## src/rtl/ddr_sched_pkg.sv

```systemverilog
package ddr_sched_pkg;
  localparam int unsigned GAP_W = 4;

  typedef struct packed {
    logic             rr_opt;
    logic             wr_batch;
    logic [GAP_W-1:0] rr_gap;
  } sched_cfg_t;
endpackage

```

## src/rtl/sched_fifo.sv

```systemverilog
module sched_fifo #(
  parameter int unsigned DEPTH = 8,
  parameter int unsigned W     = 4,
  localparam int unsigned AW    = (DEPTH > 1) ? $clog2(DEPTH) : 1,
  localparam int unsigned CNT_W = $clog2(DEPTH + 1)
) (
  input  logic             clk_i,
  input  logic             rst_ni,
  input  logic             push_i,
  input  logic [W-1:0]     data_i,
  input  logic             pop_i,
  output logic [W-1:0]     data_o,
  output logic             empty_o,
  output logic             full_o,
  output logic [CNT_W-1:0] count_o
);
  logic [W-1:0]     mem_q [DEPTH];
  logic [AW-1:0]    wr_ptr_q, rd_ptr_q;
  logic [CNT_W-1:0] count_q;
  logic             push_ok, pop_ok;

  assign empty_o = (count_q == '0);
  assign full_o  = (count_q == CNT_W'(DEPTH));
  assign count_o = count_q;
  assign data_o  = mem_q[rd_ptr_q];
  assign push_ok = push_i && !full_o;
  assign pop_ok  = pop_i && !empty_o;

  function automatic logic [AW-1:0] ptr_inc(input logic [AW-1:0] p);
    return (p == AW'(DEPTH - 1)) ? '0 : p + 1'b1;
  endfunction

  always_ff @(posedge clk_i or negedge rst_ni) begin
    if (!rst_ni) begin
      wr_ptr_q <= '0;
      rd_ptr_q <= '0;
      count_q  <= '0;
    end else begin
      if (push_ok) wr_ptr_q <= ptr_inc(wr_ptr_q);
      if (pop_ok)  rd_ptr_q <= ptr_inc(rd_ptr_q);
      case ({push_ok, pop_ok})
        2'b10:   count_q <= count_q + 1'b1;
        2'b01:   count_q <= count_q - 1'b1;
        default: count_q <= count_q;
      endcase
    end
  end

  always_ff @(posedge clk_i) begin
    if (push_ok) mem_q[wr_ptr_q] <= data_i;
  end

  p_no_overflow_r8: assert property (@(posedge clk_i) disable iff (!rst_ni)
    count_q <= CNT_W'(DEPTH));

  p_full_drop_r8: assert property (@(posedge clk_i) disable iff (!rst_ni)
    (full_o && push_i && !pop_i) |=> $stable(count_q));
endmodule

```

## src/rtl/rd_spacer.sv

```systemverilog
module rd_spacer #(
  parameter int unsigned GAP_W = 4,
  parameter int unsigned DEV_W = 4
) (
  input  logic             clk_i,
  input  logic             rst_ni,
  input  logic [GAP_W-1:0] gap_i,
  input  logic             opt_i,
  input  logic [DEV_W-1:0] head_dev_i,
  input  logic             rd_issue_i,
  output logic             rd_ok_o
);
  logic [GAP_W-1:0] cnt_q;
  logic [DEV_W-1:0] last_dev_q;

  // cnt_q != 0 implies a read was issued, so last_dev_q is meaningful
  assign rd_ok_o = (cnt_q == '0) || (opt_i && (head_dev_i == last_dev_q));

  always_ff @(posedge clk_i or negedge rst_ni) begin
    if (!rst_ni) begin
      cnt_q      <= '0;
      last_dev_q <= '0;
    end else if (rd_issue_i) begin
      cnt_q      <= gap_i;
      last_dev_q <= head_dev_i;
    end else if (cnt_q != '0) begin
      cnt_q <= cnt_q - 1'b1;
    end
  end

  p_gap_strict_r6: assert property (@(posedge clk_i) disable iff (!rst_ni)
    (rd_issue_i && !opt_i) |-> (cnt_q == '0));

  p_gap_same_dev_r7: assert property (@(posedge clk_i) disable iff (!rst_ni)
    (rd_issue_i && (cnt_q != '0)) |-> (head_dev_i == last_dev_q));
endmodule

```

## src/rtl/wr_gate.sv

```systemverilog
module wr_gate #(
  parameter int unsigned CNT_W = 4,
  parameter int unsigned BATCH = 4
) (
  input  logic             clk_i,
  input  logic             rst_ni,
  input  logic             batch_i,
  input  logic [CNT_W-1:0] wr_count_i,
  input  logic             rd_pending_i,
  input  logic             wr_issue_i,
  output logic             wr_ok_o
);
  logic burst_q;
  logic thresh_met;

  assign thresh_met = (wr_count_i >= CNT_W'(BATCH));
  assign wr_ok_o    = !rd_pending_i && (wr_count_i != '0) &&
                      (!batch_i || burst_q || thresh_met);

  // burst continues only while writes issue back to back
  always_ff @(posedge clk_i or negedge rst_ni) begin
    if (!rst_ni) burst_q <= 1'b0;
    else         burst_q <= wr_issue_i;
  end

  p_preempt_r5: assert property (@(posedge clk_i) disable iff (!rst_ni)
    rd_pending_i |=> !burst_q);
endmodule

```

## src/rtl/ddr_cmd_sched.sv

```systemverilog
module ddr_cmd_sched
  import ddr_sched_pkg::*;
#(
  parameter int unsigned DEV_W    = 4,
  parameter int unsigned DEPTH    = 8,
  parameter int unsigned WR_BATCH = 4,
  localparam int unsigned CNT_W   = $clog2(DEPTH + 1)
) (
  input  logic             clk_i,
  input  logic             rst_ni,
  input  logic             cfg_we_i,
  input  logic             cfg_rr_opt_i,
  input  logic             cfg_wr_batch_i,
  input  logic [GAP_W-1:0] cfg_rr_gap_i,
  input  logic             rd_valid_i,
  input  logic [DEV_W-1:0] rd_dev_i,
  output logic             rd_full_o,
  input  logic             wr_valid_i,
  input  logic [DEV_W-1:0] wr_dev_i,
  output logic             wr_full_o,
  output logic             issue_o,
  output logic             issue_is_wr_o,
  output logic [DEV_W-1:0] issue_dev_o
);
  sched_cfg_t       cfg_q;
  logic [DEV_W-1:0] rd_head, wr_head;
  logic             rd_empty, wr_empty;
  logic [CNT_W-1:0] rd_cnt, wr_cnt;
  logic             rd_ok, wr_ok;
  logic             issue_rd, issue_wr;

  always_ff @(posedge clk_i or negedge rst_ni) begin
    if (!rst_ni)       cfg_q <= '0;
    else if (cfg_we_i) cfg_q <= '{rr_opt: cfg_rr_opt_i, wr_batch: cfg_wr_batch_i,
                                  rr_gap: cfg_rr_gap_i};
  end

  sched_fifo #(.DEPTH(DEPTH), .W(DEV_W)) u_rd_q (
    .clk_i, .rst_ni,
    .push_i(rd_valid_i), .data_i(rd_dev_i), .pop_i(issue_rd),
    .data_o(rd_head), .empty_o(rd_empty), .full_o(rd_full_o), .count_o(rd_cnt)
  );

  sched_fifo #(.DEPTH(DEPTH), .W(DEV_W)) u_wr_q (
    .clk_i, .rst_ni,
    .push_i(wr_valid_i), .data_i(wr_dev_i), .pop_i(issue_wr),
    .data_o(wr_head), .empty_o(wr_empty), .full_o(wr_full_o), .count_o(wr_cnt)
  );

  rd_spacer #(.GAP_W(GAP_W), .DEV_W(DEV_W)) u_spacer (
    .clk_i, .rst_ni,
    .gap_i(cfg_q.rr_gap), .opt_i(cfg_q.rr_opt),
    .head_dev_i(rd_head), .rd_issue_i(issue_rd), .rd_ok_o(rd_ok)
  );

  wr_gate #(.CNT_W(CNT_W), .BATCH(WR_BATCH)) u_wr_gate (
    .clk_i, .rst_ni,
    .batch_i(cfg_q.wr_batch), .wr_count_i(wr_cnt),
    .rd_pending_i(!rd_empty), .wr_issue_i(issue_wr), .wr_ok_o(wr_ok)
  );

  assign issue_rd      = !rd_empty && rd_ok;
  assign issue_wr      = !issue_rd && wr_ok;
  assign issue_o       = issue_rd || issue_wr;
  assign issue_is_wr_o = issue_wr;
  assign issue_dev_o   = issue_wr ? wr_head : rd_head;

  p_read_priority_r2: assert property (@(posedge clk_i) disable iff (!rst_ni)
    (issue_o && issue_is_wr_o) |-> rd_empty);

  p_one_cmd_r9: assert property (@(posedge clk_i) disable iff (!rst_ni)
    issue_o |-> (issue_is_wr_o ? !wr_empty : !rd_empty));

  p_batch_hold_r4: assert property (@(posedge clk_i) disable iff (!rst_ni)
    (cfg_q.wr_batch && !cfg_we_i && !issue_wr)
      |=> (!issue_wr || (wr_cnt >= CNT_W'(WR_BATCH))));

  p_cfg_hold_r10: assert property (@(posedge clk_i) disable iff (!rst_ni)
    !cfg_we_i |=> $stable(cfg_q));
endmodule

```

## config.mk

```make
export PLATFORM = sky130hd
export DESIGN_NAME = ddr_cmd_sched
export DESIGN_NICKNAME = d
export VERILOG_FILES = /design/src/rtl/ddr_sched_pkg.sv /design/src/rtl/sched_fifo.sv /design/src/rtl/rd_spacer.sv /design/src/rtl/wr_gate.sv /design/src/rtl/ddr_cmd_sched.sv
export SDC_FILE = /design/constraint.sdc
export NUM_CORES = 1
export LEC_CHECK = 0
export BUFFER_PORTS_ARGS = -buffer_cell sky130_fd_sc_hd__buf_2
export CORE_MARGIN = 5
export CORE_UTILIZATION = 60
export DETAILED_ROUTE_END_ITERATION = 10
export HOLD_SLACK_MARGIN = 0.1
export PLACE_DENSITY = 0.79
export RECOVER_POWER = 25
export SYNTH_ARGS = -nofsm -noshare
export SYNTH_HDL_FRONTEND = slang
export SYNTH_SLANG_ARGS = --single-unit
export TNS_END_PERCENT = 30
```

## constraint.sdc

```tcl
create_clock -name clk_i -period 6.12 [get_ports clk_i]
set_clock_uncertainty 0.15 [all_clocks]
set_input_delay 0.612 -clock clk_i [delete_from_list [all_inputs] [get_ports clk_i]]
set_output_delay 0.612 -clock clk_i [all_outputs]
set_load 0.05 [all_outputs]
```

# Yosys cells after proc, flatten, opt, wreduce, memory -nomap -nowiden
# Memory sizes are Yosys's and may differ from the RTL's.
# Index checks and enable logic that the tools add are counted.
op_classes:
  n_addsub: 9
  order_cmp: 1
  eq_ne: 11
  n_mux: 13
  n_reduce_logical: 27
ops:
  columns: ["operator", "count"]
  rows:
  - ["case mux 4 bit (2 select lines)", 2]
  - ["adder 3 x 1 -> 3 bit (second input constant)", 4]
  - ["== test 3 bit (second input constant)", 4]
  - ["zero test 4 bit", 3]
  - ["2-to-1 mux 3 bit", 4]
  - ["2-to-1 mux 4 bit", 3]
  - ["subtractor 4 x 1 -> 4 bit (second input constant)", 3]
  - ["logical AND 1 bit", 9]
  - ["adder 4 x 1 -> 4 bit (second input constant)", 2]
  - ["== test 4 bit (second input constant)", 2]
  - ["nonzero test 4 bit", 2]
  - ["zero test 1 bit", 6]
  - ["nonzero test 2 bit", 3]
  - ["== test 2 x 1 -> 1 bit (second input constant)", 2]
  - ["== test 2 bit (second input constant)", 2]
  - ["== test 4 bit", 1]
  - [">= comparator 4 x 3 -> 1 bit (second input constant)", 1]
  - ["logical OR 1 bit", 4]
  - ["2-to-1 mux 1 bit", 4]
totals:
  ff_bits: 35
  ramBits: 64
  wordCells: 75
  memories: 2
mem_list:
  columns: ["name", "depth", "width", "rd", "rd_clocked_by_memory_dff", "wr", "line", "source"]
  rows:
  - ["u_rd_q.mem_q", 8, 4, 1, 0, 1, "sched_fifo.sv:17", "logic [W-1:0] mem_q [DEPTH];"]
  - ["u_wr_q.mem_q", 8, 4, 1, 0, 1, "sched_fifo.sv:17", null]

# Depth between registers and ports, before layout
# An unclocked memory read counts as a cell.
logic_depth:
  word_depth: 10
  ltp_mapped: 15
  depth_no_buf: 13

# Cells and area by module
# A second synthesis with hierarchy kept.
hier_totals:
  cells_unflattened: 295
  area_unflattened_um2: 4647.0
by_module_without_submodules:
  columns: ["module", "instances", "cells_per_inst", "area_each_um2"]
  rows:
  - ["sched_fifo (u_wr_q)", 1, 116, 1926.8]
  - ["sched_fifo (u_rd_q)", 1, 115, 1915.6]
  - ["rd_spacer", 1, 36, 434.2]
  - ["ddr_cmd_sched", 1, 23, 326.6]
  - ["wr_gate", 1, 5, 43.8]

# Worst setup path before layout
# Ideal clock, no wire load.
synth_timing:
  path_kind: "register to register"
  start: "reg u_wr_q.count_q[1] (netlist: u_wr_q.count_o[1])"
  end: "reg u_wr_q.count_q[2] (netlist: u_wr_q.count_o[2])"
  setup_ns: 0.125
  t_arrival_ns: 3.756
  required_time_ns: 5.845
  setup_slack_ns: 2.089
  stages_incl_launch_ff: 12
  n_path_buf: 2
  synth_period_minus_slack_ns: 4.031
  cell_sequence: "dfrtp_1 clkbuf_1 nor4b_1 nand2b_1 clkbuf_1 ha_1 xor2_1 ha_1 a21oi_1 xor2_1 nor2_1 xor2_1"
synth_rtl:
  columns: ["element", "line", "source"]
  rows:
  - ["start: declaration", "sched_fifo.sv:19", "logic [CNT_W-1:0] count_q;"]
  - ["start signal: assignment", "sched_fifo.sv:42", "2'b10: count_q <= count_q + 1'b1;"]
  - ["start signal: assignment", "sched_fifo.sv:43", "2'b01: count_q <= count_q - 1'b1;"]
  - ["start signal: assignment", "sched_fifo.sv:44", "default: count_q <= count_q;"]
  - ["== test 4 bit (*)", "sched_fifo.sv:23", "assign full_o = (count_q == CNT_W'(DEPTH));"]
  - ["via wr_full_o", "ddr_cmd_sched.sv:20", "output logic wr_full_o,"]
  - ["zero test 1 bit (*)", "sched_fifo.sv:26", "assign push_ok = push_i && !full_o;"]
  - ["logical AND 1 bit (*)", "sched_fifo.sv:26", null]
  - ["== test 2 x 1 -> 1 bit / == test 2 bit (equally long branches)", "sched_fifo.sv:41", "case ({push_ok, pop_ok})"]
  - ["case mux 4 bit (2 select lines) / nonzero test 2 bit (equally long branches)", null, null]
# The timed path passes the listed nets; every way through them passes the cells marked *.
# A chain may end at the register's enable or synchronous reset.

# Worst setup path in the final report
layout_timing:
  start: "reg u_rd_q.rd_ptr_q[1]"
  end: "reg u_rd_q.count_q[3] (netlist: u_rd_q.count_o[3])"
layout_between:
  elab_chain_len: 8
layout_lines:
  columns: ["element", "line", "source"]
  rows:
  - ["start: declaration", "sched_fifo.sv:18", "logic [AW-1:0] wr_ptr_q, rd_ptr_q;"]
  - ["start signal: assignment", "sched_fifo.sv:40", "if (pop_ok) rd_ptr_q <= ptr_inc(rd_ptr_q);"]
  - ["memory (8 x 4 bit) (*)", null, null]
  - ["== test 4 bit (*)", "rd_spacer.sv:17", "assign rd_ok_o = (cnt_q == '0) || (opt_i && (head_dev_i == last_dev_q));"]
  - ["logical AND 1 bit (*)", "rd_spacer.sv:17", null]
  - ["logical OR 1 bit (*)", "rd_spacer.sv:17", null]
  - ["logical AND 1 bit (*)", "ddr_cmd_sched.sv:62", "assign issue_rd = !rd_empty && rd_ok;"]
  - ["via issue_rd", "ddr_cmd_sched.sv:30", "logic issue_rd, issue_wr;"]
  - ["logical AND 1 bit (*)", "sched_fifo.sv:27", "assign pop_ok = pop_i && !empty_o;"]
  - ["== test 2 x 1 -> 1 bit / == test 2 bit (equally long branches)", "sched_fifo.sv:41", null]
  - ["case mux 4 bit (2 select lines) / nonzero test 2 bit (equally long branches)", null, null]
  - ["end signal: assignment", "sched_fifo.sv:42", null]
  - ["end signal: assignment", "sched_fifo.sv:43", null]
  - ["end signal: assignment", "sched_fifo.sv:44", null]
  - ["end: declaration", "sched_fifo.sv:19", null]
# Marks and branches as above.

==> results.sh <==
export IMPL_outcome="finished, final reports clean"
export IMPL_power_mw=2.347
export IMPL_gr_usage_all_layers_pct=18.39
export IMPL_min_period_ps=3576
export IMPL_ys_seq_area_share_pct=64.07
export IMPL_path_cells="mux4_2 > mux2i_1 > xor2_1 > nand4_1 > a21o_1 > inv_4 > ha_1 > ha_1 > a21o_1 > a21oi_1 > xnor2_1 > nor2_1 > xor2_1"
export IMPL_critical_path_class="register to register"
export IMPL_grt_pass1_vias=2383
export IMPL_synthAdderAreaFrac_pct=5.043
export IMPL_n_fill_cell=525
export IMPL_ys_warnings_count=0
export IMPL_wl_microns=7274
export IMPL_r2r_cells=13
export IMPL_drv_cap=0
export IMPL_nets=358
export IMPL_drcViolationCount=0
export IMPL_r2r_slack_ps=2540
export IMPL_grt_max_degree=36
export IMPL_cts_max_level=3
export IMPL_p_comb_share_pct=36.1
export IMPL_antenna_found_initial=0
export IMPL_antennaDiodeCount=0
export IMPL_pwr_density_cell_nw_per_um2=491.3
export IMPL_syn2layout_area_growth_pct=9.370
export IMPL_pwr_share_seq_pct=45.6
export IMPL_synth_top_cells_by_area="edfxtp_1 (44%), dfrtp_1 (20%), mux4_2 (7.2%)"
export IMPL_cp_num_buf_inv=1
export IMPL_postCtsSetupRepairBufs=0
export IMPL_clockBufferDepth=2
export IMPL_die_x_microns=95.31
export IMPL_synth_compound_area_share_pct=4.842
export IMPL_syn_inst=294
export IMPL_synth_area_mux_share_pct=13.07
export IMPL_avgSynthCellArea_sq_um=14.85
export IMPL_critPathSlowestCell="dfrtp_1"
export IMPL_initial_core_util_pct=60.85
export IMPL_min_path_type="primary input to asynchronous set/reset pin"
export IMPL_avgRoutedWirePerCell_microns=17.08
export IMPL_setup_viol=0
export IMPL_switchingPower_mw=0.8918
export IMPL_final_antenna_net_count=0
export IMPL_clk_pin_slew_ps=100
export IMPL_cts_resized=0
export IMPL_hold_buffers=0
export IMPL_place_inst=410
export IMPL_post_drt_via_cell_ratio=5.638
export IMPL_yosysTopAreaCellShare_pct=44.01
export IMPL_drv_slew=0
export IMPL_yosysUniqueCellTypes=40
export IMPL_synth_simple_gate_area_share_pct=7.765
export IMPL_root_buffer="clkbuf_8"
export IMPL_globalRouteOverflowTotal=0
export IMPL_final_core_util_pct=66.56
export IMPL_worstPathRequired_ps=6230
export IMPL_vdd_ir_drop_worst_uv=525.7
export IMPL_drive_gt1_share_pct=18.35
export IMPL_rsz0062_at_grt="no"
export IMPL_stdcell_area_sq_um=4776
export IMPL_die_area_sq_um=9084
export IMPL_max_slew_margin_pct=35.69
export IMPL_rows=31
export IMPL_syn_nets=330
export IMPL_stdcell_count=426
export IMPL_core_sq_um=7176
export IMPL_dieHeight_microns=95.31
export IMPL_pin_count=27
export IMPL_ys_ff_latch=99
export IMPL_numCtsBuffers=9
export IMPL_fmax_mhz=279.6
export IMPL_firstDrtPassIters=4
export IMPL_routabilityCongestion=0.8159
export IMPL_worst_hold_slack_ps=168.2
export IMPL_synth_xor_area_share_pct=2.808
export IMPL_r2r_end="u_rd_q.count_o[3]$_DFFE_PN0P_"
export IMPL_dp_slack_ps=2528
export IMPL_grt_pass1_wl_microns=12160
export IMPL_synth_largest_area_cell="edfxtp_1"
export IMPL_r2r_start="u_rd_q.rd_ptr_q[1]$_DFFE_PN0P_"
export IMPL_drt_iter0_drc=133
export IMPL_synth_top_family_by_area="multiplexers"
export IMPL_crit_family="multiplexers"
export IMPL_hold_violations=0
export IMPL_clock_sinks=99
export IMPL_end_kind="register"
export IMPL_path_depth=13
export IMPL_port_buffers=26
export IMPL_mostFrequentLayoutCell="edfxtp_1"
export IMPL_p_leak_nw=1.877
export IMPL_worst_slew_pin_slew_ps=955.8
export IMPL_hpwl_microns=5368
export IMPL_cts_tree="yes"
export IMPL_startpoint_type="register"
export IMPL_placed_cell_area_sq_um=4578
export IMPL_vias=2402
export IMPL_p_sw_share_pct=38.00
export IMPL_synth_area_sq_um=4367
export IMPL_worst_endpoint_arrival_ps=3690
export IMPL_fin_crit_sh_pct=58.43
export IMPL_slowest_delay_ps=620
export IMPL_layout_common_cells="edfxtp_1 (64), dfrtp_1 (35), nand2_1 (21)"
export IMPL_cp_max_fo=8
export IMPL_final_setup_tns_ps=0
export IMPL_insertion_delay_ps=380
export IMPL_power_frac_clock_pct=18.3
export IMPL_p_int_mw=1.455
export IMPL_layout_setup_ws_ps=2544
[cell usage after synthesis, drive strengths merged]
master,n
a211oi,4
a21o,5
a21oi,8
and2,1
and3,1
buf,6
clkbuf,5
dfrtp,35
edfxtp,64
fa,1
ha,16
inv,12
mux2,12
mux2i,12
mux4,14
nand2,21
nand2b,8
nand3,2
nand4,1
nand4b,1
nor2,12
nor2b,4
nor3,13
nor4,3
nor4b,1
nor4bb,1
o21ai,11
o221ai,1
o22a,1
o22ai,1
o2bb2ai,2
o31ai,1
xnor2,5
xor2,9
[power groups by stage]
stage	Sequential [mW]	Clock, mW	Combinational, mW
floorplan	0.981	0	0.764
global placement	1.08	0	0.829
detailed placement	1.09	0	0.856
CTS	1.07	0.443	0.861
global route	1.10	0.471	0.948
finish	1.07	0.429	0.847
[kinds of logic after synthesis]
logic type,after synthesis
mux,38
compound gates,34
flops,99
fa+ha+maj,17
xor+xnor,14
simple gates,69
buf+inv,23
[metal layers]
| layer | vias up | wire (microns) | global-route usage, % |
|---|---|---|---|
| met2 | 59 | 3694 | 29.97 |
| met3 | 11 | 404 | 5.762 |
| li1 | 1151 | - | - |
| met1 | 1181 | 3049 | 23.02 |
| met5 | - | 0 | 0 |
| met4 | 0 | 124 | 7.212 |
[sequential cells by signal, indices dropped and copies added (netlist names)]
name                 flops
cfg_q                    6
u_rd_q.count_o           4
u_rd_q.mem_q            32
u_rd_q.rd_ptr_q          3
u_rd_q.wr_ptr_q          3
u_spacer.cnt_q           4
u_spacer.last_dev_q      4
u_wr_gate.burst_q        1
u_wr_q.count_o           4
u_wr_q.mem_q            32
u_wr_q.rd_ptr_q          3
u_wr_q.wr_ptr_q          3
[worst max path at each step]
stage / start / end / slack (ps)
6_report: u_rd_q.rd_ptr_q[1]$_DFFE_PN0P_ / u_rd_q.count_o[3]$_DFFE_PN0P_ / 2540
3_5_place_dp: u_rd_q.rd_ptr_q[1]$_DFFE_PN0P_ / u_rd_q.count_o[3]$_DFFE_PN0P_ / 2530
5_1_grt: u_rd_q.rd_ptr_q[1]$_DFFE_PN0P_ / u_rd_q.count_o[3]$_DFFE_PN0P_ / 2240
3_3_place_gp: u_rd_q.rd_ptr_q[1]$_DFFE_PN0P_ / u_rd_q.count_o[3]$_DFFE_PN0P_ / 2710
2_1_floorplan: u_wr_q.count_o[1]$_DFFE_PN0P_ / u_wr_q.count_o[2]$_DFFE_PN0P_ / 2090
4_1_cts: u_rd_q.rd_ptr_q[1]$_DFFE_PN0P_ / u_rd_q.count_o[3]$_DFFE_PN0P_ / 2510
[cell type report]
class / count / area, sq um / area share [%]
Clock inverter: 7 / 83.83 / 1.755
Sequential cell: 99 / 2798 / 58.58
Multi-Input combinational cell: 172 / 1464 / 30.65
Tap cell: 99 / 123.9 / 2.594
Timing Repair Buffer: 28 / 135.1 / 2.829
Clock buffer: 9 / 123.9 / 2.594
Inverter: 12 / 47.55 / 0.9955
No activity file was read; power rests on OpenSTA's default activity.
